**config.mk**
```make
export PLATFORM = sky130hd
export DESIGN_NAME = qpdma_chan_ctrl
export DESIGN_NICKNAME = d
export VERILOG_FILES = /design/src/rtl/qpdma_pkg.sv /design/src/rtl/qpdma_regs.sv /design/src/rtl/qpdma_seq.sv /design/src/rtl/qpdma_irq.sv /design/src/rtl/qpdma_chan_ctrl.sv
export SDC_FILE = /design/constraint.sdc
export NUM_CORES = 1
export LEC_CHECK = 0
export ABC_AREA = 1
export BUFFER_PORTS_ARGS = -buffer_cell sky130_fd_sc_hd__clkbuf_2
export CELL_PAD_IN_SITES_DETAIL_PLACEMENT = 0
export CELL_PAD_IN_SITES_GLOBAL_PLACEMENT = 1
export CORE_MARGIN = 2
export CORE_UTILIZATION = 50
export CTS_BUF_LIST = sky130_fd_sc_hd__clkbuf_4
export DETAILED_ROUTE_END_ITERATION = 12
export GPL_TIMING_DRIVEN = 0
export PLACE_DENSITY_LB_ADDON = 0.3
export SLEW_MARGIN = 5
export SYNTH_ARGS = -nofsm -noshare
export SYNTH_HDL_FRONTEND = slang
export SYNTH_SLANG_ARGS = --single-unit
```
**constraint.sdc**
```tcl
create_clock -name clk -period 3.3 [get_ports clk]
set_input_delay 0.66 -clock clk [delete_from_list [all_inputs] [get_ports clk]]
set_output_delay 0.66 -clock clk [all_outputs]
set_load 0.03 [all_outputs]
```
**src/rtl/qpdma_pkg.sv**
```systemverilog
package qpdma_pkg;

  typedef enum logic [3:0] {
    ST_IDLE   = 4'd0,
    ST_BUSY   = 4'd1,
    ST_DONE   = 4'd2,
    ST_PAUSED = 4'd3,
    ST_HALTED = 4'd4,
    ST_FAULT  = 4'd5,
    ST_CQFULL = 4'd6,
    ST_CLEAR  = 4'd7
  } chan_state_e;

  localparam logic [7:0] OFS_SQ_DEPTH = 8'h08;
  localparam logic [7:0] OFS_SQ_TAIL  = 8'h0C;
  localparam logic [7:0] OFS_CQ_DEPTH = 8'h18;
  localparam logic [7:0] OFS_CQ_HEAD  = 8'h1C;
  localparam logic [7:0] OFS_CTRL     = 8'h20;
  localparam logic [7:0] OFS_RESET    = 8'h24;
  localparam logic [7:0] OFS_STATE    = 8'h30;
  localparam logic [7:0] OFS_INT_STS  = 8'h40;
  localparam logic [7:0] OFS_INT_MSK  = 8'h44;

  localparam int CTRL_EN_BIT    = 0;
  localparam int CTRL_PAUSE_BIT = 4;
  localparam int INT_W          = 13;
  localparam int INT_CPL_BIT    = 0;
  localparam int INT_ERR_BIT    = 1;

endpackage

```
**src/rtl/qpdma_regs.sv**
```systemverilog
module qpdma_regs
  import qpdma_pkg::*;
#(
  parameter int DEPTH = 1024,
  parameter int PTR_W = 10
) (
  input  logic              clk,
  input  logic              rst_n,
  input  logic              reg_wr,
  input  logic [7:0]        reg_addr,
  input  logic [31:0]       reg_wdata,
  output logic [31:0]       reg_rdata,
  input  chan_state_e       state,
  input  logic [INT_W-1:0]  int_sts,
  output logic [PTR_W-1:0]  sq_depth,
  output logic [PTR_W-1:0]  cq_depth,
  output logic [PTR_W-1:0]  sq_tail,
  output logic [PTR_W-1:0]  cq_head,
  output logic              enable,
  output logic              pause,
  output logic              rst_req,
  output logic              sts_clr_we,
  output logic [INT_W-1:0]  int_mask
);

  localparam logic [PTR_W-1:0] DEPTH_M1 = PTR_W'(DEPTH - 1);
  localparam int NBASE = 4;

  logic [31:0] base_q [NBASE];
  logic we_sqd, we_sqt, we_cqd, we_cqh, we_ctl, we_msk;

  always_comb begin
    we_sqd     = reg_wr && (reg_addr == OFS_SQ_DEPTH);
    we_sqt     = reg_wr && (reg_addr == OFS_SQ_TAIL);
    we_cqd     = reg_wr && (reg_addr == OFS_CQ_DEPTH);
    we_cqh     = reg_wr && (reg_addr == OFS_CQ_HEAD);
    we_ctl     = reg_wr && (reg_addr == OFS_CTRL);
    we_msk     = reg_wr && (reg_addr == OFS_INT_MSK);
    sts_clr_we = reg_wr && (reg_addr == OFS_INT_STS);
    rst_req    = reg_wr && (reg_addr == OFS_RESET) && reg_wdata[0];
  end

  // Ring base words: submission pair at 0x00/0x04, completion pair at 0x10/0x14
  for (genvar g = 0; g < NBASE; g++) begin : g_base
    localparam logic [7:0] OFS = 8'((g / 2) * 16 + (g % 2) * 4);
    always_ff @(posedge clk or negedge rst_n) begin
      if (!rst_n)                              base_q[g] <= '0;
      else if (reg_wr && (reg_addr == OFS))    base_q[g] <= reg_wdata;
    end
  end

  always_ff @(posedge clk or negedge rst_n) begin
    if (!rst_n) begin
      sq_depth <= DEPTH_M1;
      cq_depth <= DEPTH_M1;
      sq_tail  <= '0;
      cq_head  <= '0;
      enable   <= 1'b0;
      pause    <= 1'b0;
      int_mask <= '1;
    end else begin
      if (we_sqd) sq_depth <= reg_wdata[PTR_W-1:0];
      if (we_cqd) cq_depth <= reg_wdata[PTR_W-1:0];
      if (we_sqt) sq_tail  <= reg_wdata[PTR_W-1:0];
      if (we_cqh) cq_head  <= reg_wdata[PTR_W-1:0];
      if (we_ctl) begin
        enable <= reg_wdata[CTRL_EN_BIT];
        pause  <= reg_wdata[CTRL_PAUSE_BIT];
      end
      if (we_msk) int_mask <= reg_wdata[INT_W-1:0];
    end
  end

  always_comb begin
    reg_rdata = '0;
    case (reg_addr)
      8'h00:        reg_rdata = base_q[0];
      8'h04:        reg_rdata = base_q[1];
      8'h10:        reg_rdata = base_q[2];
      8'h14:        reg_rdata = base_q[3];
      OFS_SQ_DEPTH: reg_rdata = 32'(sq_depth);
      OFS_SQ_TAIL:  reg_rdata = 32'(sq_tail);
      OFS_CQ_DEPTH: reg_rdata = 32'(cq_depth);
      OFS_CQ_HEAD:  reg_rdata = 32'(cq_head);
      OFS_CTRL: begin
        reg_rdata[CTRL_EN_BIT]    = enable;
        reg_rdata[CTRL_PAUSE_BIT] = pause;
      end
      OFS_RESET:    reg_rdata[0] = (state == ST_CLEAR);
      OFS_STATE:    reg_rdata[3:0] = state;
      OFS_INT_STS:  reg_rdata = 32'(int_sts);
      OFS_INT_MSK:  reg_rdata = 32'(int_mask);
      default:      reg_rdata = '0;
    endcase
  end

  // a mask write is visible on the next cycle
  assert_mask_wr_R1: assert property (@(posedge clk) disable iff (!rst_n)
    we_msk |=> (int_mask == $past(reg_wdata[INT_W-1:0])));

endmodule

```
**src/rtl/qpdma_seq.sv**
```systemverilog
module qpdma_seq
  import qpdma_pkg::*;
#(
  parameter int PTR_W     = 10,
  parameter int RESET_CYC = 4
) (
  input  logic              clk,
  input  logic              rst_n,
  input  logic              enable,
  input  logic              pause,
  input  logic              rst_req,
  input  logic [PTR_W-1:0]  sq_depth,
  input  logic [PTR_W-1:0]  cq_depth,
  input  logic [PTR_W-1:0]  sq_tail,
  input  logic [PTR_W-1:0]  cq_head,
  output logic              fetch_valid,
  input  logic              fetch_ready,
  output logic [PTR_W-1:0]  fetch_idx,
  input  logic              done_valid,
  input  logic              done_err,
  input  logic              done_irq_req,
  output chan_state_e       state,
  output logic              evt_cpl_irq,
  output logic              evt_err
);

  localparam int CNT_W = $clog2(RESET_CYC + 1);

  chan_state_e      state_q, state_n, dec_state;
  logic [PTR_W-1:0] sq_head_q, sq_head_n, cq_tail_q, cq_tail_n;
  logic             issued_q, issued_n;
  logic [CNT_W-1:0] cnt_q, cnt_n;
  logic             cq_full, has_work, accept, finish, ptr_we;

  function automatic logic [PTR_W-1:0] ring_step(input logic [PTR_W-1:0] p,
                                                 input logic [PTR_W-1:0] last);
    return (p == last) ? '0 : p + 1'b1;
  endfunction

  always_comb begin
    cq_full     = (ring_step(cq_tail_q, cq_depth) == cq_head);
    has_work    = (sq_head_q != sq_tail);
    fetch_valid = (state_q == ST_BUSY) && !issued_q;
    fetch_idx   = sq_head_q;
    accept      = fetch_valid && fetch_ready;
    finish      = (state_q == ST_BUSY) && issued_q && done_valid;
    evt_cpl_irq = finish && !done_err && done_irq_req;
    evt_err     = finish && done_err;
    state       = state_q;
  end

  // Decision taken from an idle point (IDLE or the completion cycle)
  always_comb begin
    dec_state = ST_IDLE;
    if (enable) begin
      if (pause)         dec_state = ST_PAUSED;
      else if (has_work) dec_state = cq_full ? ST_CQFULL : ST_BUSY;
    end
  end

  always_comb begin
    state_n   = state_q;
    issued_n  = issued_q;
    cnt_n     = cnt_q;
    sq_head_n = sq_head_q;
    cq_tail_n = cq_tail_q;
    ptr_we    = 1'b0;
    if (rst_req) begin
      state_n  = ST_CLEAR;
      issued_n = 1'b0;
      cnt_n    = CNT_W'(RESET_CYC - 1);
      sq_head_n = '0;
      cq_tail_n = '0;
      ptr_we   = 1'b1;
    end else begin
      case (state_q)
        ST_IDLE, ST_DONE: state_n = dec_state;
        ST_BUSY: begin
          if (accept) issued_n = 1'b1;
          if (finish) begin
            issued_n = 1'b0;
            if (done_err) state_n = ST_FAULT;
            else begin
              state_n   = ST_DONE;
              sq_head_n = ring_step(sq_head_q, sq_depth);
              cq_tail_n = ring_step(cq_tail_q, cq_depth);
              ptr_we    = 1'b1;
            end
          end
        end
        ST_PAUSED: if (!pause || !enable) state_n = ST_IDLE;
        ST_CQFULL: if (!cq_full || pause || !enable) state_n = ST_IDLE;
        ST_CLEAR: begin
          if (cnt_q == '0) state_n = ST_IDLE;
          else             cnt_n   = cnt_q - 1'b1;
        end
        ST_FAULT:  state_n = ST_FAULT;
        default:   state_n = ST_IDLE;
      endcase
    end
  end

  always_ff @(posedge clk or negedge rst_n) begin
    if (!rst_n) begin
      state_q  <= ST_IDLE;
      issued_q <= 1'b0;
      cnt_q    <= '0;
    end else begin
      state_q  <= state_n;
      issued_q <= issued_n;
      cnt_q    <= cnt_n;
    end
  end

  always_ff @(posedge clk or negedge rst_n) begin
    if (!rst_n) begin
      sq_head_q <= '0;
      cq_tail_q <= '0;
    end else if (ptr_we) begin
      sq_head_q <= sq_head_n;
      cq_tail_q <= cq_tail_n;
    end
  end

  assert_offer_hold_R2: assert property (@(posedge clk) disable iff (!rst_n)
    (fetch_valid && !fetch_ready && !rst_req) |=> (fetch_valid && $stable(fetch_idx)));

  assert_paused_quiet_R4: assert property (@(posedge clk) disable iff (!rst_n)
    (state_q == ST_PAUSED) |-> !fetch_valid);

  assert_cqfull_quiet_R5: assert property (@(posedge clk) disable iff (!rst_n)
    (state_q == ST_CQFULL) |-> !fetch_valid);

  assert_fault_sticky_R7: assert property (@(posedge clk) disable iff (!rst_n)
    (state_q == ST_FAULT && !rst_req) |=> (state_q == ST_FAULT && $stable(sq_head_q)));

  assert_clear_entry_R8: assert property (@(posedge clk) disable iff (!rst_n)
    rst_req |=> (state_q == ST_CLEAR && sq_head_q == '0 && cq_tail_q == '0 && !fetch_valid));

  assert_cpl_state_R10: assert property (@(posedge clk) disable iff (!rst_n)
    (finish && !done_err && !rst_req) |=> (state_q == ST_DONE));

endmodule

```
**src/rtl/qpdma_irq.sv**
```systemverilog
module qpdma_irq
  import qpdma_pkg::*;
(
  input  logic              clk,
  input  logic              rst_n,
  input  logic              evt_cpl_irq,
  input  logic              evt_err,
  input  logic              clr_we,
  input  logic [INT_W-1:0]  clr_bits,
  input  logic [INT_W-1:0]  int_mask,
  output logic [INT_W-1:0]  int_sts,
  output logic              irq
);

  logic [INT_W-1:0] set_v, sts_n;
  logic             sts_we;

  always_comb begin
    set_v              = '0;
    set_v[INT_CPL_BIT] = evt_cpl_irq;
    set_v[INT_ERR_BIT] = evt_err;
    sts_we             = clr_we || evt_cpl_irq || evt_err;
    // a new event wins over a clear in the same cycle
    sts_n              = (int_sts & ~(clr_we ? clr_bits : '0)) | set_v;
  end

  always_ff @(posedge clk or negedge rst_n) begin
    if (!rst_n)      int_sts <= '0;
    else if (sts_we) int_sts <= sts_n;
  end

  always_comb irq = |(int_sts & ~int_mask);

  assert_cpl_sets_R6: assert property (@(posedge clk) disable iff (!rst_n)
    evt_cpl_irq |=> int_sts[INT_CPL_BIT]);

  assert_err_sets_R7: assert property (@(posedge clk) disable iff (!rst_n)
    evt_err |=> int_sts[INT_ERR_BIT]);

  assert_clear_all_R9: assert property (@(posedge clk) disable iff (!rst_n)
    (clr_we && (&clr_bits) && !evt_cpl_irq && !evt_err) |=> !irq);

endmodule

```
**src/rtl/qpdma_chan_ctrl.sv**
```systemverilog
module qpdma_chan_ctrl
  import qpdma_pkg::*;
#(
  parameter int DEPTH     = 1024,
  parameter int RESET_CYC = 4,
  parameter int PTR_W     = $clog2(DEPTH)
) (
  input  logic              clk,
  input  logic              rst_n,
  input  logic              reg_wr,
  input  logic [7:0]        reg_addr,
  input  logic [31:0]       reg_wdata,
  output logic [31:0]       reg_rdata,
  output logic              fetch_valid,
  input  logic              fetch_ready,
  output logic [PTR_W-1:0]  fetch_idx,
  input  logic              done_valid,
  input  logic              done_err,
  input  logic              done_irq_req,
  output logic              irq
);

  chan_state_e      state;
  logic [INT_W-1:0] int_sts, int_mask;
  logic [PTR_W-1:0] sq_depth, cq_depth, sq_tail, cq_head;
  logic             enable, pause, rst_req, sts_clr_we, evt_cpl_irq, evt_err;

  qpdma_regs #(.DEPTH(DEPTH), .PTR_W(PTR_W)) u_regs (
    .clk, .rst_n, .reg_wr, .reg_addr, .reg_wdata, .reg_rdata,
    .state, .int_sts, .sq_depth, .cq_depth, .sq_tail, .cq_head,
    .enable, .pause, .rst_req, .sts_clr_we, .int_mask
  );

  qpdma_seq #(.PTR_W(PTR_W), .RESET_CYC(RESET_CYC)) u_seq (
    .clk, .rst_n, .enable, .pause, .rst_req, .sq_depth, .cq_depth,
    .sq_tail, .cq_head, .fetch_valid, .fetch_ready, .fetch_idx,
    .done_valid, .done_err, .done_irq_req, .state, .evt_cpl_irq, .evt_err
  );

  qpdma_irq u_irq (
    .clk, .rst_n, .evt_cpl_irq, .evt_err, .clr_we(sts_clr_we),
    .clr_bits(reg_wdata[INT_W-1:0]), .int_mask, .int_sts, .irq
  );

endmodule

```
* Yosys cells after proc, flatten, opt, wreduce, memory -nomap -nowiden
Cells that the tools add are included.
** Storage, ports and cells
- Flip-flop bits (word level) :: 224
- Input bits :: 47
- Word-level logic and storage cells :: 133
** Cells by class
- Add/subtract/negate cells :: 3
- Eq/ne operators :: 28
- Multiplexer cells :: 37
- Bitwise operators :: 5
- Reductions and logical operators :: 43
** Operators by type and width (number)
- $pmux 27 s10 :: 1
- $mux 10 :: 10
- $pmux 3 s11 :: 1
- $eq 8x5->1 const B :: 4
- $mux 4 :: 8
- $eq 10x10->1 :: 3
- $and 13x13->13 :: 2
- $not 13->13 :: 2
- $eq 8x6->1 const B :: 3
- $pmux 4 s6 :: 1
- $add 10x1->10 const B :: 2
- $logic_and 1x1->1 :: 20
- $eq 8x4->1 const B :: 2
- $eq 8x7->1 const B :: 2
- $mux 3 :: 5
- $mux 13 :: 1
- $or 13x2->13 :: 1
- $pmux 1 s13 :: 1
- $reduce_or 13->1 :: 1
- $eq 4x3->1 const B :: 3
- $ne 3x2->1 const B :: 4
- $pmux 1 s11 :: 1
- $ne 10x10->1 :: 1
- $eq 4x2->1 const B :: 2
- 16 further kinds :: 35

* Depth between registers and ports, before layout
Gate-level depths: netlist (run 1).
- Depth in word-level cells :: 9
- Depth in mapped cells :: 21

* Modules after synthesis
Synthesis (run 1) repeated with hierarchy kept, for this count alone.
** Second synthesis, totals
- Cell total of the unflattened synthesis :: 1466
- Area total of the unflattened synthesis :: 11258.3 um^2
** By module, submodules not included
- qpdma_regs :: instances 1, cells an instance 1025, area each 8289.2 um^2, seq. area each 4620.7 um^2
- qpdma_seq :: instances 1, cells an instance 373, area each 2337.2 um^2, seq. area each 675.6 um^2
- qpdma_irq :: instances 1, cells an instance 68, area each 631.9 um^2, seq. area each 325.3 um^2

* Worst setup path before layout (run 1)
Ideal clock, no wire load.
- Path type :: input-to-output
- From :: input port reg_addr[1]
- To :: output port reg_rdata[13]
- Arrival :: 2149 ps
- Required time :: 2640 ps
- Slack :: 491 ps
- Stages on the path :: 7
- Buffers on the path :: 2
- Cells stage by stage :: nor2_1 nand3_1 nor2_1 clkbuf_1 clkbuf_1 nand2_1 nand4_1
** On the way
- Longest elaborated chain between the ends :: 2
- Elaborated cells on any way between the ends :: 11
** Ends and longest elaborated chain
- start, declared :: line qpdma_chan_ctrl.sv:11 : input logic [7:0] reg_addr,
- $eq 8x7->1 (tied with other cells) :: line qpdma_regs.sv:76 : case (reg_addr)
- $pmux 27 s10 * :: line qpdma_regs.sv:76
- end, declared :: line qpdma_chan_ctrl.sv:13 : output logic [31:0] reg_rdata,
Every way passes the cells marked *; elsewhere a longest branch is shown, timed or not.

* Final worst setup path (run 1)
- From :: input port reg_addr[5]
- To :: output port reg_rdata[11]
Same word-level chain as after synthesis.

==> metrics.csv, run 1 <==
metric,value,unit
outcome,"finished, final reports clean",
"Slew Viols, Final",0,
distinct cell type count after synthesis,40,
root buffer cell,clkbuf_4,
Hold Path Class,primary input to flip-flop,
Core ar.,0.02102,mm²
"Cell Area, Synth",0.01069,mm²
RSZ-0062 raised after global routing,no,
area grow syn2layout,16.37,%
Max clock buf depth,3,
CP required,2.64,ns
"EDFF count, synth",0,
Hold Fails Final Rpt,0,
"Slowest-stage cell, CP",o21ai_0,
router iterations before antenna repair,8,
Port Buffers,89,
vias in the first global route,9426,
Leakage,6.120,nW
dpl ws,-0.6336,ns
Starting Density,50.86,%
DR WL/cell,17.93,µm
Fmax achieved,309.0,MHz
Slew headroom,50.98,%
Post-Synth XOR/XNOR Area,1.545,%
worst path buffer plus inverter count,4,
row cnt,53,
Util after Layout,59.19,%
first-pass GRT wire length,50.83,mm
initial antenna violation count,1,
metal2 WL,15.46,mm
Cells after Synth,1324,
startpoint types,primary input,
Sink Count,223,
number of fill cells in the layout,2017,
Tmin final,3.236,ns
Initial DRC Count,682,
Die Wd,150.2,µm
mux share of post-synthesis cell area,0.1053,%
HPWL Detailed,22.76,mm
wl on met1,13.68,mm
Critical Path AT,2.58,ns
syn_nets,1375,
complex-gate fraction of the synthesized area,15.94,%
"commonest non-fill, non-tap cells in the layout","414 x nand2_1, 198 x o21ai_0, 190 x dfrtp_1",
max layer used,met4,
Clock Skew,0.06062,ns
Finished Cell Area,0.01244,mm²
Yosys reg bits,223,
grt ovf,0,
CP max stage delay,0.33,ns
CTS H-tree depth,2,
layout cells sized above 1,18.18,%
GP Congestion,0.9059,
largest net degree at the start of global routing,108,
routed wl met3,2.024,mm
peak supply drop,0.0003388,V
post-route ant nets,0,
actual slew at the worst max-slew pin,0.7298,ns
Worst Setup Path Type,primary input to output pin,
"CP delay by family, top",simple AND/OR/NAND/NOR gates,
Synth Area in Simple Gates,21.95,%
Skew-Pair Late Insertion Delay,0.71,ns
Routed WL,32.28,mm
slack of the critical path,0.06351,ns
vias post-DR,9737,
Synth Area in Adders,0.4681,%
clk slew on worst S/H paths,0.06,ns
die height,150.2,µm
CP Cell Sequence,clkbuf_2 -> nor2_1 -> nand2_1 -> nor2_1 -> inv_1 -> nor2_4 -> inv_1 -> o21ai_0 -> a221oi_1 -> nand3_1 -> clkbuf_2,
Final Cycle Share,98.08,%
DRC violations left,0,
CP max FO,8,
DP Area,0.01154,mm²
CP Capture Type,output pin,
"FFs w/ async S/R, synth",100.0,%
largest family of logic cells by synthesized area,simple AND/OR/NAND/NOR gates,
Max-Cap Viols,0,
setup_tns,0,ns
"commonest non-fill, non-tap cell in the layout",nand2_1,
Cell Pwr Density,576.8,mW/mm²
TritonCTS Buffers,59,
"Top FF cell, synth",dfrtp_1,
Final nets,1529,
vias per cell,5.409,
gr usage total,29.48,%
sequential area share after synthesis,52.58,%
CTS tree,built,
die area,0.02257,mm²
Ys Warns,0,
setup violators final,0,
Top-Level Pins,91,
Mean Syn Cell Area,8.075,µm²
## routing by layer
| layer | vias to the layer above | global-route usage [%] |
|---|---|---|
| li1 | 4719 | - |
| met1 | 4598 | 39.18 |
| met2 | 345 | 48.13 |
| met3 | 75 | 5.545 |
| met4 | 0 | 11.46 |
| met5 | - | 0 |
## worst reg2reg max path: cells and delay by family (launching register included)
| kind | cells | cell delay (ns) |
|---|---|---|
| compound gates | 1 | 0.05 |
| simple gates | 14 | 1.27 |
| flops | 1 | 0.53 |
| buf+inv | 3 | 0.32 |
## per-stage QoR
| step | power [W] | std cells | hold WS (ns) |
|---|---|---|---|
| after global placement | 0.004748 | 1688 | 0.4650 |
| after global routing | 0.007629 | 1800 | 0.1802 |
| after CTS | 0.007217 | 1798 | 0.1462 |
| after detailed placement | 0.004786 | 1690 | 0.4728 |
| after floorplan | 0.004332 | 1324 | 0.3644 |
| final | 0.007177 | 1800 | 0.1875 |
## synth_stat cells, types with 2 or more instances
| cell type | count | share of area, % |
|---|---|---|
| clkinv_1 | 3 | 0.11 |
| a221oi_1 | 26 | 2.1 |
| a22o_1 | 7 | 0.57 |
| nand4_1 | 29 | 1.7 |
| ha_1 | 4 | 0.47 |
| a41oi_1 | 2 | 0.16 |
| nor2_1 | 54 | 1.9 |
| nor2_2 | 5 | 0.29 |
| o21ai_1 | 12 | 0.56 |
| dfrtp_1 | 190 | 44 |
| o22ai_1 | 29 | 1.7 |
| a21oi_1 | 19 | 0.89 |
| nor3_1 | 10 | 0.47 |
| o2111ai_1 | 2 | 0.16 |
| nor3_2 | 2 | 0.19 |
| dfstp_2 | 33 | 8.1 |
| buf_2 | 6 | 0.28 |
| nand3_2 | 2 | 0.19 |
| nand2_2 | 5 | 0.29 |
| inv_1 | 143 | 5.0 |
| o21a_1 | 2 | 0.14 |
| o21ai_0 | 199 | 9.3 |
| xnor2_1 | 8 | 0.66 |
| xor2_1 | 9 | 0.74 |
| inv_2 | 5 | 0.18 |
| clkbuf_1 | 46 | 1.6 |
| nand3_1 | 41 | 1.9 |
| nand2_1 | 416 | 15 |
| nor4_1 | 4 | 0.23 |
## sequential cells by signal, summed over array words and instances, names as in the netlist, 10 cells and up
register and count:
u_regs.int_mask 13, u_regs.sq_tail 10, u_regs.cq_depth 10, u_regs.base_q 128
u_regs.cq_head 10, u_irq.int_sts 13, u_seq.fetch_idx 10, u_regs.sq_depth 10
u_seq.cq_tail_q 10
## path summary, 6_finish.rpt
kind / startpoint / to / slack, ns / cells past startpoint
min reg2reg: u_regs.base_q[47] / u_regs.base_q[47] / 0.48 / 2
min in group asynchronous: rst_n / u_seq.cq_tail_q[8] / 0.43 / 2
min: reg_wdata[12] / u_regs.int_mask[12] / 0.19 / 3
max in group asynchronous: rst_n / u_seq.fetch_idx[7] / 1.61 / 4
max reg2reg: u_regs.cq_depth[3] / u_seq.state[2] / 0.96 / 18
max: reg_addr[5] / reg_rdata[11] / 0.06 / 11
## power by group
group	total, W	leakage [nW]	internal, W	switching [W]
Combinational	0.00148	2.76	0.000522	0.000959
Sequential	0.00327	2.91	0.00302	0.000249
Clock	0.00243	0.450	0.00126	0.00117
Total	0.00718	6.12	0.00480	0.00237
## area by class of cell
class / count / area, µm² / area share, %
Sequential cell: 223 / 5622 / 45.18
Timing Repair Buffer: 94 / 534.3 / 4.294
Clock inverter: 15 / 66.31 / 0.5330
Multi-Input combinational cell: 895 / 4353 / 34.99
Buffer: 54 / 256.5 / 2.062
Clock buffer: 92 / 690.7 / 5.551
Tap cell: 275 / 344.1 / 2.765
Inverter: 151 / 573.1 / 4.606
Antenna cell: 1 / 2.502 / 0.02011
## repair_timing
action	in CTS	in global routing
endpoints found under the setup margin	32	32
buffers inserted	0	2
hold endpoints to repair	34	0
hold buffers	1	0
resized for setup	32	10
pin swaps	0	0
## logic make-up (layout without fill, tap and decap cells)
| family | Yosys count | count (layout) |
|---|---|---|
| AND/OR/NAND/NOR | 570 | 570 |
| other | 0 | 1 |
| buffers and inverters | 206 | 406 |
| flip-flops | 223 | 223 |
| adder cells (fa/ha/maj) | 4 | 4 |
| XOR/XNOR | 18 | 18 |
| AO/OA/AOI/OAI | 302 | 302 |
| multiplexers | 1 | 1 |
Note: power is estimated with default switching activity, not from simulation.
==> run 2, diff against run 1 <==
--- a/config.mk
+++ b/config.mk
@@ -5,15 +5,14 @@
 export SDC_FILE = /design/constraint.sdc
 export NUM_CORES = 1
 export LEC_CHECK = 0
-export ABC_AREA = 1
 export BUFFER_PORTS_ARGS = -buffer_cell sky130_fd_sc_hd__clkbuf_2
 export CELL_PAD_IN_SITES_DETAIL_PLACEMENT = 0
 export CELL_PAD_IN_SITES_GLOBAL_PLACEMENT = 1
+export CORE_ASPECT_RATIO = 1.1
 export CORE_MARGIN = 2
-export CORE_UTILIZATION = 50
+export CORE_UTILIZATION = 54
 export CTS_BUF_LIST = sky130_fd_sc_hd__clkbuf_4
 export DETAILED_ROUTE_END_ITERATION = 12
-export GPL_TIMING_DRIVEN = 0
 export PLACE_DENSITY_LB_ADDON = 0.3
 export SLEW_MARGIN = 5
 export SYNTH_ARGS = -nofsm -noshare
==> metrics.csv, run 2 <==
metric,value,unit
Worst Setup Path Type,primary input to output pin,
setup violators final,0,
DRC violations left,0,
biggest regs,"u_regs.base_q x128, u_irq.int_sts x13, u_regs.int_mask x13",
router iterations before antenna repair,5,
Cell Pwr Density,502.9,mW/mm²
top cells by instance count after synthesis,"190 x dfrtp_1, 184 x mux2_2, 58 x a22oi_1, 58 x nand2_1, 39 x a21oi_1",
WHS,0.2374,ns
mux share of post-synthesis cell area,21.06,%
top cell type's share of synthesized area,44.08,%
Leakage,6.163,nW
number of flip-flops in the largest register,128,
RSZ-0062 raised after global routing,no,
DP Area,0.01165,mm²
"area leader, netlist",dfrtp_1,
"Top FF cell, synth",dfrtp_1,
Pwr Total,0.006237,W
Port Buffers,90,
"Slowest-stage cell, CP",or4_1,
"FFs w/ async S/R, synth",100.0,%
"EDFF count, synth",0,
grt ovf,0,
peak supply drop,0.0003169,V
DR WL/cell,20.15,µm
Critical Path AT,2.48,ns
first-pass GRT wire length,42.95,mm
Initial DRC Count,380,
sequential area share after synthesis,52.12,%
largest family of logic cells by synthesized area,multiplexers,
Finished Cell Area,0.01240,mm²
"Cell Area, Synth",0.01079,mm²
Mean Syn Cell Area,11.96,µm²
"commonest non-fill, non-tap cell in the layout",dfrtp_1,
actual slew at the worst max-slew pin,0.7393,ns
CTS H-tree depth,2,
Slew headroom,50.26,%
die area,0.02112,mm²
HPWL Detailed,17.99,mm
Max clock buf depth,3,
vias per cell,5.917,
Fmax achieved,318.4,MHz
CP max FO,27,
Final Cycle Share,95.18,%
Util after Layout,62.87,%
top-count cell post-synth,dfrtp_1,
Top-Level Pins,91,
vias post-DR,7817,
vias in the first global route,8059,
die height,152.2,µm
initial antenna violation count,1,
Cells after Synth,902,
CP required,2.64,ns
setup_tns,0,ns
syn_nets,953,
TritonCTS Buffers,56,
area grow syn2layout,14.99,%
post-route ant nets,0,
gr usage total,25.40,%
distinct cell type count after synthesis,63,
Skew-Pair Late Insertion Delay,0.68,ns
ranking of synthesized cells by area,"dfrtp_1 44%, mux2_2 19%, dfstp_2 8.0%",
Tmin final,3.141,ns
outcome,"finished, final reports clean",
Starting Density,54.67,%
Die Wd,138.8,µm
"commonest non-fill, non-tap cells in the layout","190 x dfrtp_1, 184 x mux2_2, 91 x clkbuf_4",
Sink Count,223,
Clock Skew,0.03456,ns
Routed WL,26.62,mm
Synth Area in Simple Gates,8.178,%
Synth Area in Adders,0.4640,%
Hold Path Class,primary input to flip-flop,
post-CTS setup buffers,0,
CP Cell Sequence,clkbuf_2 -> or4_1 -> nor2_2 -> buf_12 -> a22oi_1 -> nand2_1 -> a221oi_1 -> nand2_1 -> clkbuf_2,
largest net degree at the start of global routing,88,
clk slew on worst S/H paths,0.06,ns
row cnt,54,
root buffer cell,clkbuf_4,
Ys Warns,0,
CP max stage delay,0.64,ns
Hold Fails Final Rpt,0,
Post-Synth XOR/XNOR Area,4.280,%
Core ar.,0.01973,mm²
layout cells sized above 1,41.76,%
complex-gate fraction of the synthesized area,10.97,%
startpoint types,primary input,
CTS tree,built,
Final nets,1073,
CP Capture Type,output pin,
Max-Cap Viols,0,
"Slew Viols, Final",0,
Yosys reg bits,223,
GP Congestion,0.8004,
Reg with most FFs,u_regs.base_q,
## run 2: where the power goes
group	internal (W)	switching (W)	leakage [nW]
Clock	0.00124	0.00111	0.445
Combinational	0.000343	0.000438	2.81
Sequential	0.00293	0.000173	2.91
## run 2: per-layer routing
layer  share of wire [%]  wire (µm)  up-vias  GRT usage, %
li1                    -          -     3589             -
met1                  43      11430     3985         32.87
met4                 2.0        543        0         8.129
met2                  50      13320      197         43.31
met5                   0          0        -             0
met3                 5.0       1332       46         5.154
## run 2: critical path: cells and delay by family
| family | cells | cell delay, ns |
|---|---|---|
| and+or+nand+nor | 4 | 1.10 |
| buffers and inverters | 3 | 0.55 |
| AOI/OAI and AO/OA | 2 | 0.16 |
## run 2: cell families (layout without fill, tap and decap cells)
logic type | after synthesis | after routing
AOI/OAI and AO/OA | 169 | 169
xor gates and xnor gates | 48 | 48
adders and majority gates | 4 | 4
buffers and inverters | 81 | 247
DFF | 223 | 223
muxes | 204 | 204
other | 0 | 1
and+or+nand+nor | 173 | 173
## run 2: per-stage QoR
step / instances / setup slack, ns
floorplan: 902 / 0.1065
finish: 1321 / 0.1591
CTS: 1320 / 0.1698
detailed placement: 1215 / 0.1824
global route: 1321 / 0.07406
global placement: 1215 / 0.2168
## run 2: cell type report
cell class | count | area, µm²
fill | 1677 | 7326
sequential | 223 | 5622
multi-input combinational | 598 | 4870
timing repair buffer | 122 | 778.2
clock buffer | 91 | 683.2
tap | 252 | 315.3
inverter | 21 | 78.83
clock inverter | 13 | 53.80
antenna | 1 | 2.502
## run 2: final timing paths
kind / start / to / slack [ns] / cells after the start
min in group asynchronous: rst_n / u_regs.sq_tail[7] / 0.57 / 2
worst max register to register: u_seq.cq_tail_q[0] / u_seq.state[0] / 0.59 / 8
worst min-delay path: done_irq_req / u_irq.int_sts[0] / 0.24 / 2
max in group asynchronous: rst_n / u_regs.int_mask[4] / 1.79 / 3
worst max-delay path: reg_addr[2] / reg_rdata[0] / 0.16 / 9
worst min register to register: u_seq.cnt_q[1] / u_seq.cnt_q[1] / 0.51 / 1
## run 2: timing repair
action | 4_1_cts | 5_1_grt
endpoints found under the hold margin | 71 | 0
hold buffers | 1 | 0
gates resized for setup | 0 | 0
